==> src/rtl/fbdiv_pkg.sv <==
package fbdiv_pkg;

  // Divide ratio of the 4/5 core in its normal state.
  localparam int unsigned CORE_DIV = 4;

  // Lower modulus of a pair: the core repeated 2**stages times.
  function automatic int unsigned pre_div(int unsigned stages);
    return CORE_DIV << stages;
  endfunction

  // Legal programming: B at least A and at least 3.
  function automatic logic cfg_ok(int unsigned a, int unsigned b);
    return (b >= a) && (b >= 32'd3);
  endfunction

  // Total ratio of one division period.
  function automatic int unsigned fb_ratio(int unsigned a, int unsigned b,
                                           int unsigned p);
    return b * p + a;
  endfunction

endpackage

==> src/rtl/fbdiv_prescaler.sv <==
module fbdiv_prescaler #(
  parameter int unsigned EXT_LO = 1,
  parameter int unsigned EXT_HI = 2
) (
  input  logic clk,
  input  logic rst,
  input  logic sel,
  input  logic swallow,
  output logic pre_done
);
  localparam int unsigned EXT_W = (EXT_HI > EXT_LO) ? EXT_HI : EXT_LO;
  localparam int unsigned XW    = (EXT_W == 0) ? 1 : EXT_W;
  localparam logic [XW-1:0] LO_MAX = XW'((1 << EXT_LO) - 1);
  localparam logic [XW-1:0] HI_MAX = XW'((1 << EXT_HI) - 1);

  logic [2:0]    core_q;
  logic [XW-1:0] ext_q;
  logic [XW-1:0] ext_max;
  logic          ext_last;
  logic [2:0]    core_last;
  logic          core_wrap;

  assign ext_max   = sel ? HI_MAX : LO_MAX;
  assign ext_last  = (ext_q == ext_max);
  // The core runs as divide-by-5 on the last pass only while swallowing.
  assign core_last = (swallow && ext_last) ? 3'd4 : 3'd3;
  assign core_wrap = (core_q == core_last);
  assign pre_done  = core_wrap && ext_last;

  always_ff @(posedge clk) begin
    if (rst) begin
      core_q <= '0;
      ext_q  <= '0;
    end else if (core_wrap) begin
      core_q <= '0;
      ext_q  <= ext_last ? '0 : ext_q + 1'b1;
    end else begin
      core_q <= core_q + 3'd1;
    end
  end

  assert_core_range_R1: assert property (@(posedge clk) disable iff (rst)
    core_q <= 3'd4);
  assert_ext_range_R2: assert property (@(posedge clk) disable iff (rst)
    ext_q <= ext_max);
  assert_fifth_state_R8: assert property (@(posedge clk) disable iff (rst)
    (core_q == 3'd4) |-> (swallow && ext_last));

endmodule

==> src/rtl/fbdiv_swallow_ctr.sv <==
module fbdiv_swallow_ctr #(
  parameter int unsigned A_W = 6
) (
  input  logic           clk,
  input  logic           rst,
  input  logic           load,
  input  logic           step,
  input  logic [A_W-1:0] a_in,
  output logic           swallow
);
  logic [A_W-1:0] a_q;

  assign swallow = (a_q != '0);

  always_ff @(posedge clk) begin
    if (rst || load) begin
      a_q <= a_in;
    end else if (step && swallow) begin
      a_q <= a_q - 1'b1;
    end
  end

  assert_a_hold_R6: assert property (@(posedge clk) disable iff (rst)
    (!load && !step) |=> $stable(a_q));
  assert_a_floor_R8: assert property (@(posedge clk) disable iff (rst)
    (!load && !swallow) |=> !swallow);

endmodule

==> src/rtl/fbdiv_main_ctr.sv <==
module fbdiv_main_ctr #(
  parameter int unsigned B_W = 11
) (
  input  logic           clk,
  input  logic           rst,
  input  logic           step,
  input  logic [B_W-1:0] b_in,
  output logic           terminal
);
  logic [B_W-1:0] b_q;

  // Terminal count on the last prescaler period; also covers B = 0 or 1.
  assign terminal = step && (b_q <= B_W'(1));

  always_ff @(posedge clk) begin
    if (rst || terminal) begin
      b_q <= b_in;
    end else if (step) begin
      b_q <= b_q - 1'b1;
    end
  end

  assert_b_hold_R6: assert property (@(posedge clk) disable iff (rst)
    !step |=> $stable(b_q));

endmodule

==> src/rtl/swallow_fbdiv.sv <==
module swallow_fbdiv #(
  parameter int unsigned A_W    = 6,
  parameter int unsigned B_W    = 11,
  parameter int unsigned EXT_LO = 1,
  parameter int unsigned EXT_HI = 2
) (
  input  logic           clk,
  input  logic           rst,
  input  logic           mod_sel,
  input  logic [A_W-1:0] a_val,
  input  logic [B_W-1:0] b_val,
  output logic           div_pulse,
  output logic           cfg_bad
);
  import fbdiv_pkg::*;

  localparam int unsigned PER_W = B_W + EXT_HI + 4;
  localparam int unsigned P_LO  = pre_div(EXT_LO);
  localparam int unsigned P_HI  = pre_div(EXT_HI);

  logic           sel_q;
  logic [A_W-1:0] a_sh;
  logic [B_W-1:0] b_sh;
  logic           bad_q;
  logic           pulse_q;
  logic           pre_done;
  logic           swallow;
  logic           reload;
  logic [PER_W-1:0] period_cnt;

  // Configuration is captured only at a reload.
  always_ff @(posedge clk) begin
    if (rst || reload) begin
      sel_q <= mod_sel;
      a_sh  <= a_val;
      b_sh  <= b_val;
      bad_q <= !cfg_ok(32'(a_val), 32'(b_val));
    end
  end

  always_ff @(posedge clk) begin
    if (rst) begin
      pulse_q <= 1'b0;
    end else begin
      pulse_q <= reload && !bad_q;
    end
  end

  // Cycle count inside the current period, observed by the assertions.
  always_ff @(posedge clk) begin
    if (rst || reload) begin
      period_cnt <= '0;
    end else begin
      period_cnt <= period_cnt + 1'b1;
    end
  end

  fbdiv_prescaler #(.EXT_LO(EXT_LO), .EXT_HI(EXT_HI)) u_pre (
    .clk      (clk),
    .rst      (rst),
    .sel      (sel_q),
    .swallow  (swallow),
    .pre_done (pre_done)
  );

  fbdiv_swallow_ctr #(.A_W(A_W)) u_swal (
    .clk     (clk),
    .rst     (rst),
    .load    (reload),
    .step    (pre_done),
    .a_in    (a_val),
    .swallow (swallow)
  );

  fbdiv_main_ctr #(.B_W(B_W)) u_main (
    .clk      (clk),
    .rst      (rst),
    .step     (pre_done),
    .b_in     (b_val),
    .terminal (reload)
  );

  assign div_pulse = pulse_q;
  assign cfg_bad   = bad_q;

  assert_period_len_R1: assert property (@(posedge clk) disable iff (rst)
    (reload && !bad_q) |->
      (32'(period_cnt) + 32'd1 ==
       fb_ratio(32'(a_sh), 32'(b_sh), sel_q ? P_HI : P_LO)));
  assert_pulse_width_R3: assert property (@(posedge clk) disable iff (rst)
    div_pulse |=> !div_pulse);
  assert_bad_silent_R5: assert property (@(posedge clk) disable iff (rst)
    div_pulse |-> !$past(bad_q));
  assert_cfg_hold_R6: assert property (@(posedge clk) disable iff (rst)
    !reload |=> ($stable(sel_q) && $stable(a_sh) && $stable(b_sh)));

endmodule

==> config.mk <==
export PLATFORM = sky130hd
export DESIGN_NAME = swallow_fbdiv
export DESIGN_NICKNAME = d
export VERILOG_FILES = /design/src/rtl/fbdiv_pkg.sv /design/src/rtl/fbdiv_prescaler.sv /design/src/rtl/fbdiv_swallow_ctr.sv /design/src/rtl/fbdiv_main_ctr.sv /design/src/rtl/swallow_fbdiv.sv
export SDC_FILE = /design/constraint.sdc
export NUM_CORES = 1
export LEC_CHECK = 0
export BUFFER_PORTS_ARGS = -buffer_cell sky130_fd_sc_hd__buf_2
export CAP_MARGIN = 10
export CELL_PAD_IN_SITES_DETAIL_PLACEMENT = 0
export CELL_PAD_IN_SITES_GLOBAL_PLACEMENT = 1
export CORE_ASPECT_RATIO = 0.9
export CORE_MARGIN = 2
export CORE_UTILIZATION = 25
export CTS_BUF_LIST = sky130_fd_sc_hd__clkbuf_4 sky130_fd_sc_hd__clkbuf_8
export CTS_CLUSTER_SIZE = 28
export DETAILED_ROUTE_END_ITERATION = 10
export PLACE_DENSITY = 0.46
export SYNTH_ARGS = -nofsm -noshare
export SYNTH_HDL_FRONTEND = slang
export SYNTH_SLANG_ARGS = --single-unit
==> constraint.sdc <==
create_clock -name clk -period 3 [get_ports clk]
set_input_delay 0.15 -clock clk [delete_from_list [all_inputs] [get_ports clk]]
set_output_delay 0.15 -clock clk [all_outputs]
set_load 0.02 [all_outputs]
Yosys cells after proc, flatten, opt, wreduce, memory -nomap -nowiden --
Cells that the tools add are included.
Word-level totals: flip-flop bits (word level) 25, bits in latches 0, memory bits (writable) 0, memory bits (read-only) 0, input port bits 20, output and inout port bits 2, memories kept 0
Operators by class: add/sub/neg operators 4, multipliers 0, div/mod/pow operators 0, order comparisons 3, equality and inequality tests 2, shift operators 0, mux-type cells 7, bitwise operators 0, reduce and logical (&&, ||, !) cells 13
Operator list (number):
- 2-to-1 mux 11 bit | 2
- 2-to-1 mux 6 bit | 2
- greater-or-equal comparator 11 x 2 -> 1 bit (second input constant) | 1
- greater-or-equal comparator 11 x 6 -> 1 bit | 1
- <= comparator 11 x 1 -> 1 bit (second input constant) | 1
- subtractor 11 x 1 -> 11 bit (second input constant) | 1
- logical AND 1 bit | 6
- nonzero test 6 bit | 1
- subtractor 6 x 1 -> 6 bit (second input constant) | 1
- 2-to-1 mux 2 bit | 2
- nonzero test 2 bit | 2
- adder 3 x 1 -> 3 bit (second input constant) | 1
- equality test 3 bit | 1
- 2-to-1 mux 3 bit | 1
- adder 2 x 1 -> 2 bit (second input constant) | 1
- equality test 2 bit | 1
- zero test 1 bit | 2
- OR reduction 2 bit | 1
- logical OR 1 bit | 1

Longest topological paths before layout --
word-level depth 9, depth in mapped cells 8, mapped depth without buffers 7

Cells and area by module --
A second synthesis with hierarchy kept.
Unflattened totals: cells, all modules 154, area total of the unflattened synthesis 1657.8 µm²
Modules (own cells, without submodules):
- fbdiv_main_ctr | instances 1, cells each 58, area an instance 737.0 µm²
- fbdiv_swallow_ctr | instances 1, cells each 35, area an instance 356.6 µm²
- fbdiv_prescaler | instances 1, cells each 31, area an instance 286.5 µm²
- swallow_fbdiv | instances 1, cells each 30, area an instance 277.8 µm²

Worst setup path after synthesis --
No wires, ideal clock.
path kind reg2reg, start register u_main.b_q[2], end register u_swal.a_q[0], enable pin, setup time 0.377 ns, data arrival time 2.076 ns, data required time 2.623 ns, slack 0.546 ns, cell stages (with the launch flop) 7, buffers on the path 1, cell sequence edfxtp_1 or4_4 or4_4 nor2_4 a21oi_4 buf_6 o21ai_0
Between the ends: longest elaborated chain between the ends 4
Ends and longest elaborated chain:
- start: declaration | RTL line fbdiv_main_ctr.sv:10 | logic [B_W-1:0] b_q;
- start signal: assignment | RTL line fbdiv_main_ctr.sv:17 | b_q <= b_in;
- start signal: assignment | RTL line fbdiv_main_ctr.sv:19 | b_q <= b_q - 1'b1;
- <= comparator 11 x 1 -> 1 bit | RTL line fbdiv_main_ctr.sv:13 | assign terminal = step && (b_q <= B_W'(1));
- logical AND 1 bit | RTL line fbdiv_main_ctr.sv:13
- logical OR 1 bit | RTL line fbdiv_swallow_ctr.sv:16 | if (rst || load) begin
- nonzero test 2 bit (no source line)
- end signal: assignment | RTL line fbdiv_swallow_ctr.sv:17 | a_q <= a_in;
- end signal: assignment | RTL line fbdiv_swallow_ctr.sv:19 | a_q <= a_q - 1'b1;
- end: declaration | RTL line fbdiv_swallow_ctr.sv:11 | logic [A_W-1:0] a_q;
No other way between the ends. A chain may end at the register's enable or synchronous reset.

Worst setup path after layout --
start register u_swal.a_q[2], end register u_swal.a_q[1], enable pin
Between the ends: longest elaborated chain between the ends 8
Ends and longest elaborated chain:
- nonzero test 6 bit * | RTL line fbdiv_swallow_ctr.sv:13 | assign swallow = (a_q != '0);
- logical AND 1 bit | RTL line fbdiv_prescaler.sv:26 | assign core_last = (swallow && ext_last) ? 3'd4 : 3'd3;
- 2-to-1 mux 3 bit | RTL line fbdiv_prescaler.sv:26
- equality test 3 bit | RTL line fbdiv_prescaler.sv:27 | assign core_wrap = (core_q == core_last);
- logical AND 1 bit | RTL line fbdiv_prescaler.sv:28 | assign pre_done = core_wrap && ext_last;
- logical AND 1 bit | RTL line fbdiv_main_ctr.sv:13
- logical OR 1 bit | RTL line fbdiv_swallow_ctr.sv:16
- nonzero test 2 bit (no source line) *
Every way passes the cells marked *; elsewhere a longest branch is shown, timed or not.

==> results_tabular.tex <==
\begin{tabular}{lr}
\hline
Metric & Value \\
\hline
\multicolumn{2}{l}{\textbf{Outcome}} \\
Run status & finished clean \\
\multicolumn{2}{l}{\textbf{Yosys}} \\
EDFF count, synth & 19 \\
Yosys cell types & 36 \\
Top post-synthesis cells by count & sky130\_fd\_sc\_hd\_\_edfxtp\_1, sky130\_fd\_sc\_hd\_\_inv\_1, sky130\_fd\_sc\_hd\_\_ha\_1, sky130\_fd\_sc\_hd\_\_nor2\_1 \\
Proportion of synthesized chip area in sequential cells & 0.424 \\
Biggest area contributors in the synthesized netlist & sky130\_fd\_sc\_hd\_\_edfxtp\_1, sky130\_fd\_sc\_hd\_\_ha\_1, sky130\_fd\_sc\_hd\_\_dfxtp\_1 \\
Yosys warning count & 0 \\
Mean area per synthesized cell & $\sim$11 um2 \\
Most instantiated library cell after synthesis & sky130\_fd\_sc\_hd\_\_edfxtp\_1 \\
Seq cells post-synth & 25 \\
Async set-or-reset flop fraction in the synthesized netlist & 0 \\
Synthesized net count & approximately 180 \\
Syn Std Cell Area & about 1600 um2 \\
Area share of the largest cell type after synthesis & 0.350 \\
Post-Synthesis Cells & 152 \\
Leading register cell type out of synthesis & sky130\_fd\_sc\_hd\_\_edfxtp\_1 \\
Top cell type by total area after synthesis & sky130\_fd\_sc\_hd\_\_edfxtp\_1 \\
\multicolumn{2}{l}{\textbf{STA}} \\
Largest clock skew in the final design & 0.00530 ns \\
Headroom to the max-slew limit & 0.400 \\
TNS Setup & 0 ns \\
Max frequency & $\sim$0.35 GHz \\
Crit path time final & $\sim$2.8 ns \\
Portion of the clock cycle consumed by the worst path in the final layout & 0.945 \\
Hold slack final & 0.0604 ns \\
Unrepaired setup endpoints after global routing & no \\
Count of pins over their slew limit & 0 \\
Slew of the pin with the lowest slew margin & just under 0.9 ns \\
Total of endpoints with negative setup slack in the final report & 0 \\
Hold Vio Cnt, Final & 0 \\
Slack of the critical path & approximately 0.17 ns \\
\multicolumn{2}{l}{\textbf{Clocking}} \\
Hold buffers post-CTS & 0 \\
Setup fix buffers added after clock tree synthesis & 0 \\
H-Tree Level Count & 1 \\
Clock tree root buffer cell & sky130\_fd\_sc\_hd\_\_clkbuf\_8 \\
Clock tree from TritonCTS & done \\
Worst-skew pair later-pin latency & 0.27 ns \\
Total CTS buffers & 3 \\
Post-cts gate resize count & 0 \\
Number of sinks driven by the clock tree & 25 \\
Number of buffers on the longest clock path & 2 \\
Clock slew at the register clock pins of the worst setup and hold paths & 0.09 ns \\
\multicolumn{2}{l}{\textbf{Worst setup path}} \\
Capture point of the worst path & u\_swal.a\_q[1] \\
Cell count along the critical path & 5 \\
Critical path's largest stage delay & around 0.56 ns \\
Beginning of the critical path & u\_swal.a\_q[2] \\
Worst Setup Start Kind & flip-flop \\
Start of the worst register-to-register path & u\_swal.a\_q[2] \\
Slowest-stage cell, CP & sky130\_fd\_sc\_hd\_\_a21oi\_4 \\
Biggest fanout along the worst timing path & 17 \\
WP data required & between 2 and 3 ns \\
Arrival time at the worst endpoint & between 2 and 3 ns \\
Critical path, cell by cell & or3\_1 -> o211ai\_2 -> o22ai\_4 -> a21oi\_4 -> o21ai\_0 \\
Worst R2R End & u\_swal.a\_q[1] \\
Worst Path Class, Setup & flip-flop to flip-flop \\
Worst-case reg-to-reg path depth & 5 \\
Category of the worst setup path capture point & flip-flop \\
Number of buffer and inverter stages on the critical path & 0 \\
Gate family responsible for the most delay along the worst path & compound AO/OA/AOI/OAI gates \\
R2R Setup Slk & $\sim$0.17 ns \\
\multicolumn{2}{l}{\textbf{Worst hold path}} \\
Class of the tightest hold or removal check & primary input to flip-flop \\
Number of cells on the worst hold path & 1 \\
\multicolumn{2}{l}{\textbf{Final layout}} \\
Footprint of the multi-input gates & 868 um2 \\
Share of post-route cells with drive strength above 1 & 0.240 \\
Number of antenna cells inserted & 0 \\
Number of standard cells in the final layout excluding fillers & approximately 260 \\
Area taken by flip-flops and latches & around 690 um2 \\
Filler cell count & about 660 \\
Final instance area & about 1900 um2 \\
Area grow syn2layout & 15.2\% \\
Layout Nets & 207 \\
Utilization of the core after routing & 0.302 \\
\multicolumn{2}{l}{\textbf{Global route}} \\
Wire length of the first global-routing pass & 5.90 mm \\
Largest net degree at the start of global routing & 18 \\
Initial antenna violation count & 0 \\
Via count of the first global-routing pass & roughly 1200 \\
All-Layer GR Usage & 0.109 \\
Grt ovf & 0 \\
\multicolumn{2}{l}{\textbf{Placed design}} \\
Sum of net half-perimeters after detailed placement & 2.81 mm \\
Final weighted congestion in routability-driven placement & between 0.7 and 0.8 \\
Area after detailed placement & 1830 um2 \\
Post-placement cell count & about 260 \\
Input/output buffers & 21 \\
Pre-CTS setup slack & approximately 0.17 ns \\
\multicolumn{2}{l}{\textbf{Drt}} \\
Ratio of routed vias to standard cells & roughly 4.4 \\
Detailed-route via count & approximately 1200 \\
Residual DRC count & 0 \\
Iteration-0 DRC Markers & 24 \\
Number of detailed-route iterations in the first pass & 4 \\
Total detailed-routing wirelength & roughly 3.5 mm \\
Wire length per cell after detailed routing & 13.4 um \\
ANT nets after route & 0 \\
\multicolumn{2}{l}{\textbf{Die}} \\
Total core area & 6220 um2 \\
Initial standard-cell utilization of the core & 0.262 \\
Overall die area & just over 7000 um2 \\
Site row count & 27 \\
Chip height & roughly 81 um \\
Die width & approximately 89 um \\
Number of top-level pins & 22 \\
\multicolumn{2}{l}{\textbf{Power}} \\
Total power density per cell area & between 400 and 500 nW/um2 \\
Static leakage & 0.740 nW \\
Peak supply drop & roughly 0.0002 V \\
Total chip power & $\sim$790 uW \\
\multicolumn{2}{l}{\textbf{Flow run}} \\
MaxCap Viol Count & 0 \\
\hline
\end{tabular}
-- layout make-up --
type                       instances  area share
timing repair buffer              21      0.0560
multi-input combinational        110       0.462
sequential                        25       0.368
clock buffer                       4      0.0260
tap                               87      0.0580
inverter                          15      0.0300
-- registers in the layout, indices dropped and copies added (netlist names) --
name / cells
u_main.b_q: 11
div_pulse: 1
u_swal.a_q: 6
u_pre.core_q: 3
u_pre.ext_q: 2
cfg_bad: 1
sel_q: 1
-- layer usage --
layer  vias to the layer above  track usage  part of all wire
li1                        593            -                 -
met1                       537        0.142              0.48
met2                        21        0.180              0.47
met3                         2       0.0277             0.037
met4                         0       0.0224            0.0071
met5                         -            0                 0
-- cell usage in the layout (no fill, tap or decap), types with 7 or more instances in the layout --
cell type | synthesis | routed
sky130_fd_sc_hd__ha_1 | 11 | 11
sky130_fd_sc_hd__mux2i_1 | 9 | 9
sky130_fd_sc_hd__mux2_2 | 8 | 8
sky130_fd_sc_hd__buf_2 | 0 | 21
sky130_fd_sc_hd__nand2_1 | 7 | 7
sky130_fd_sc_hd__inv_1 | 15 | 15
sky130_fd_sc_hd__nor2_1 | 11 | 11
sky130_fd_sc_hd__nor3_1 | 9 | 9
sky130_fd_sc_hd__xnor2_1 | 9 | 9
sky130_fd_sc_hd__edfxtp_1 | 19 | 19
-- power breakdown --
group	internal, mW	switching [mW]
Combinational	0.0686	0.0736
Clock	0.104	0.107
Sequential	0.408	0.0256
Total	0.581	0.206
-- logic make-up (layout without fill, tap and decap cells) --
family / count (synthesis) / in the layout / synth area share
AO/OA/AOI/OAI: 18 / 18 / 0.0898
XOR/XNOR: 13 / 13 / 0.0698
adder cells (fa/ha/maj): 11 / 11 / 0.0844
buffers and inverters: 17 / 40 / 0.0437
flip-flops: 25 / 25 / 0.424
multiplexers: 17 / 17 / 0.111
AND/OR/NAND/NOR: 51 / 51 / 0.178
-- worst min path at each step --
| stage | from | slack, ns | endpoint |
|---|---|---|---|
| 6_report | mod_sel | 0.06 | sel_q |
| 5_1_grt | mod_sel | 0.04 | sel_q |
| 4_1_cts | mod_sel | 0.05 | sel_q |
| 3_5_place_dp | mod_sel | 0.34 | sel_q |
| 3_3_place_gp | mod_sel | 0.34 | sel_q |
| 2_1_floorplan | mod_sel | 0.25 | sel_q |
Note: power is estimated with default switching activity, not from simulation.
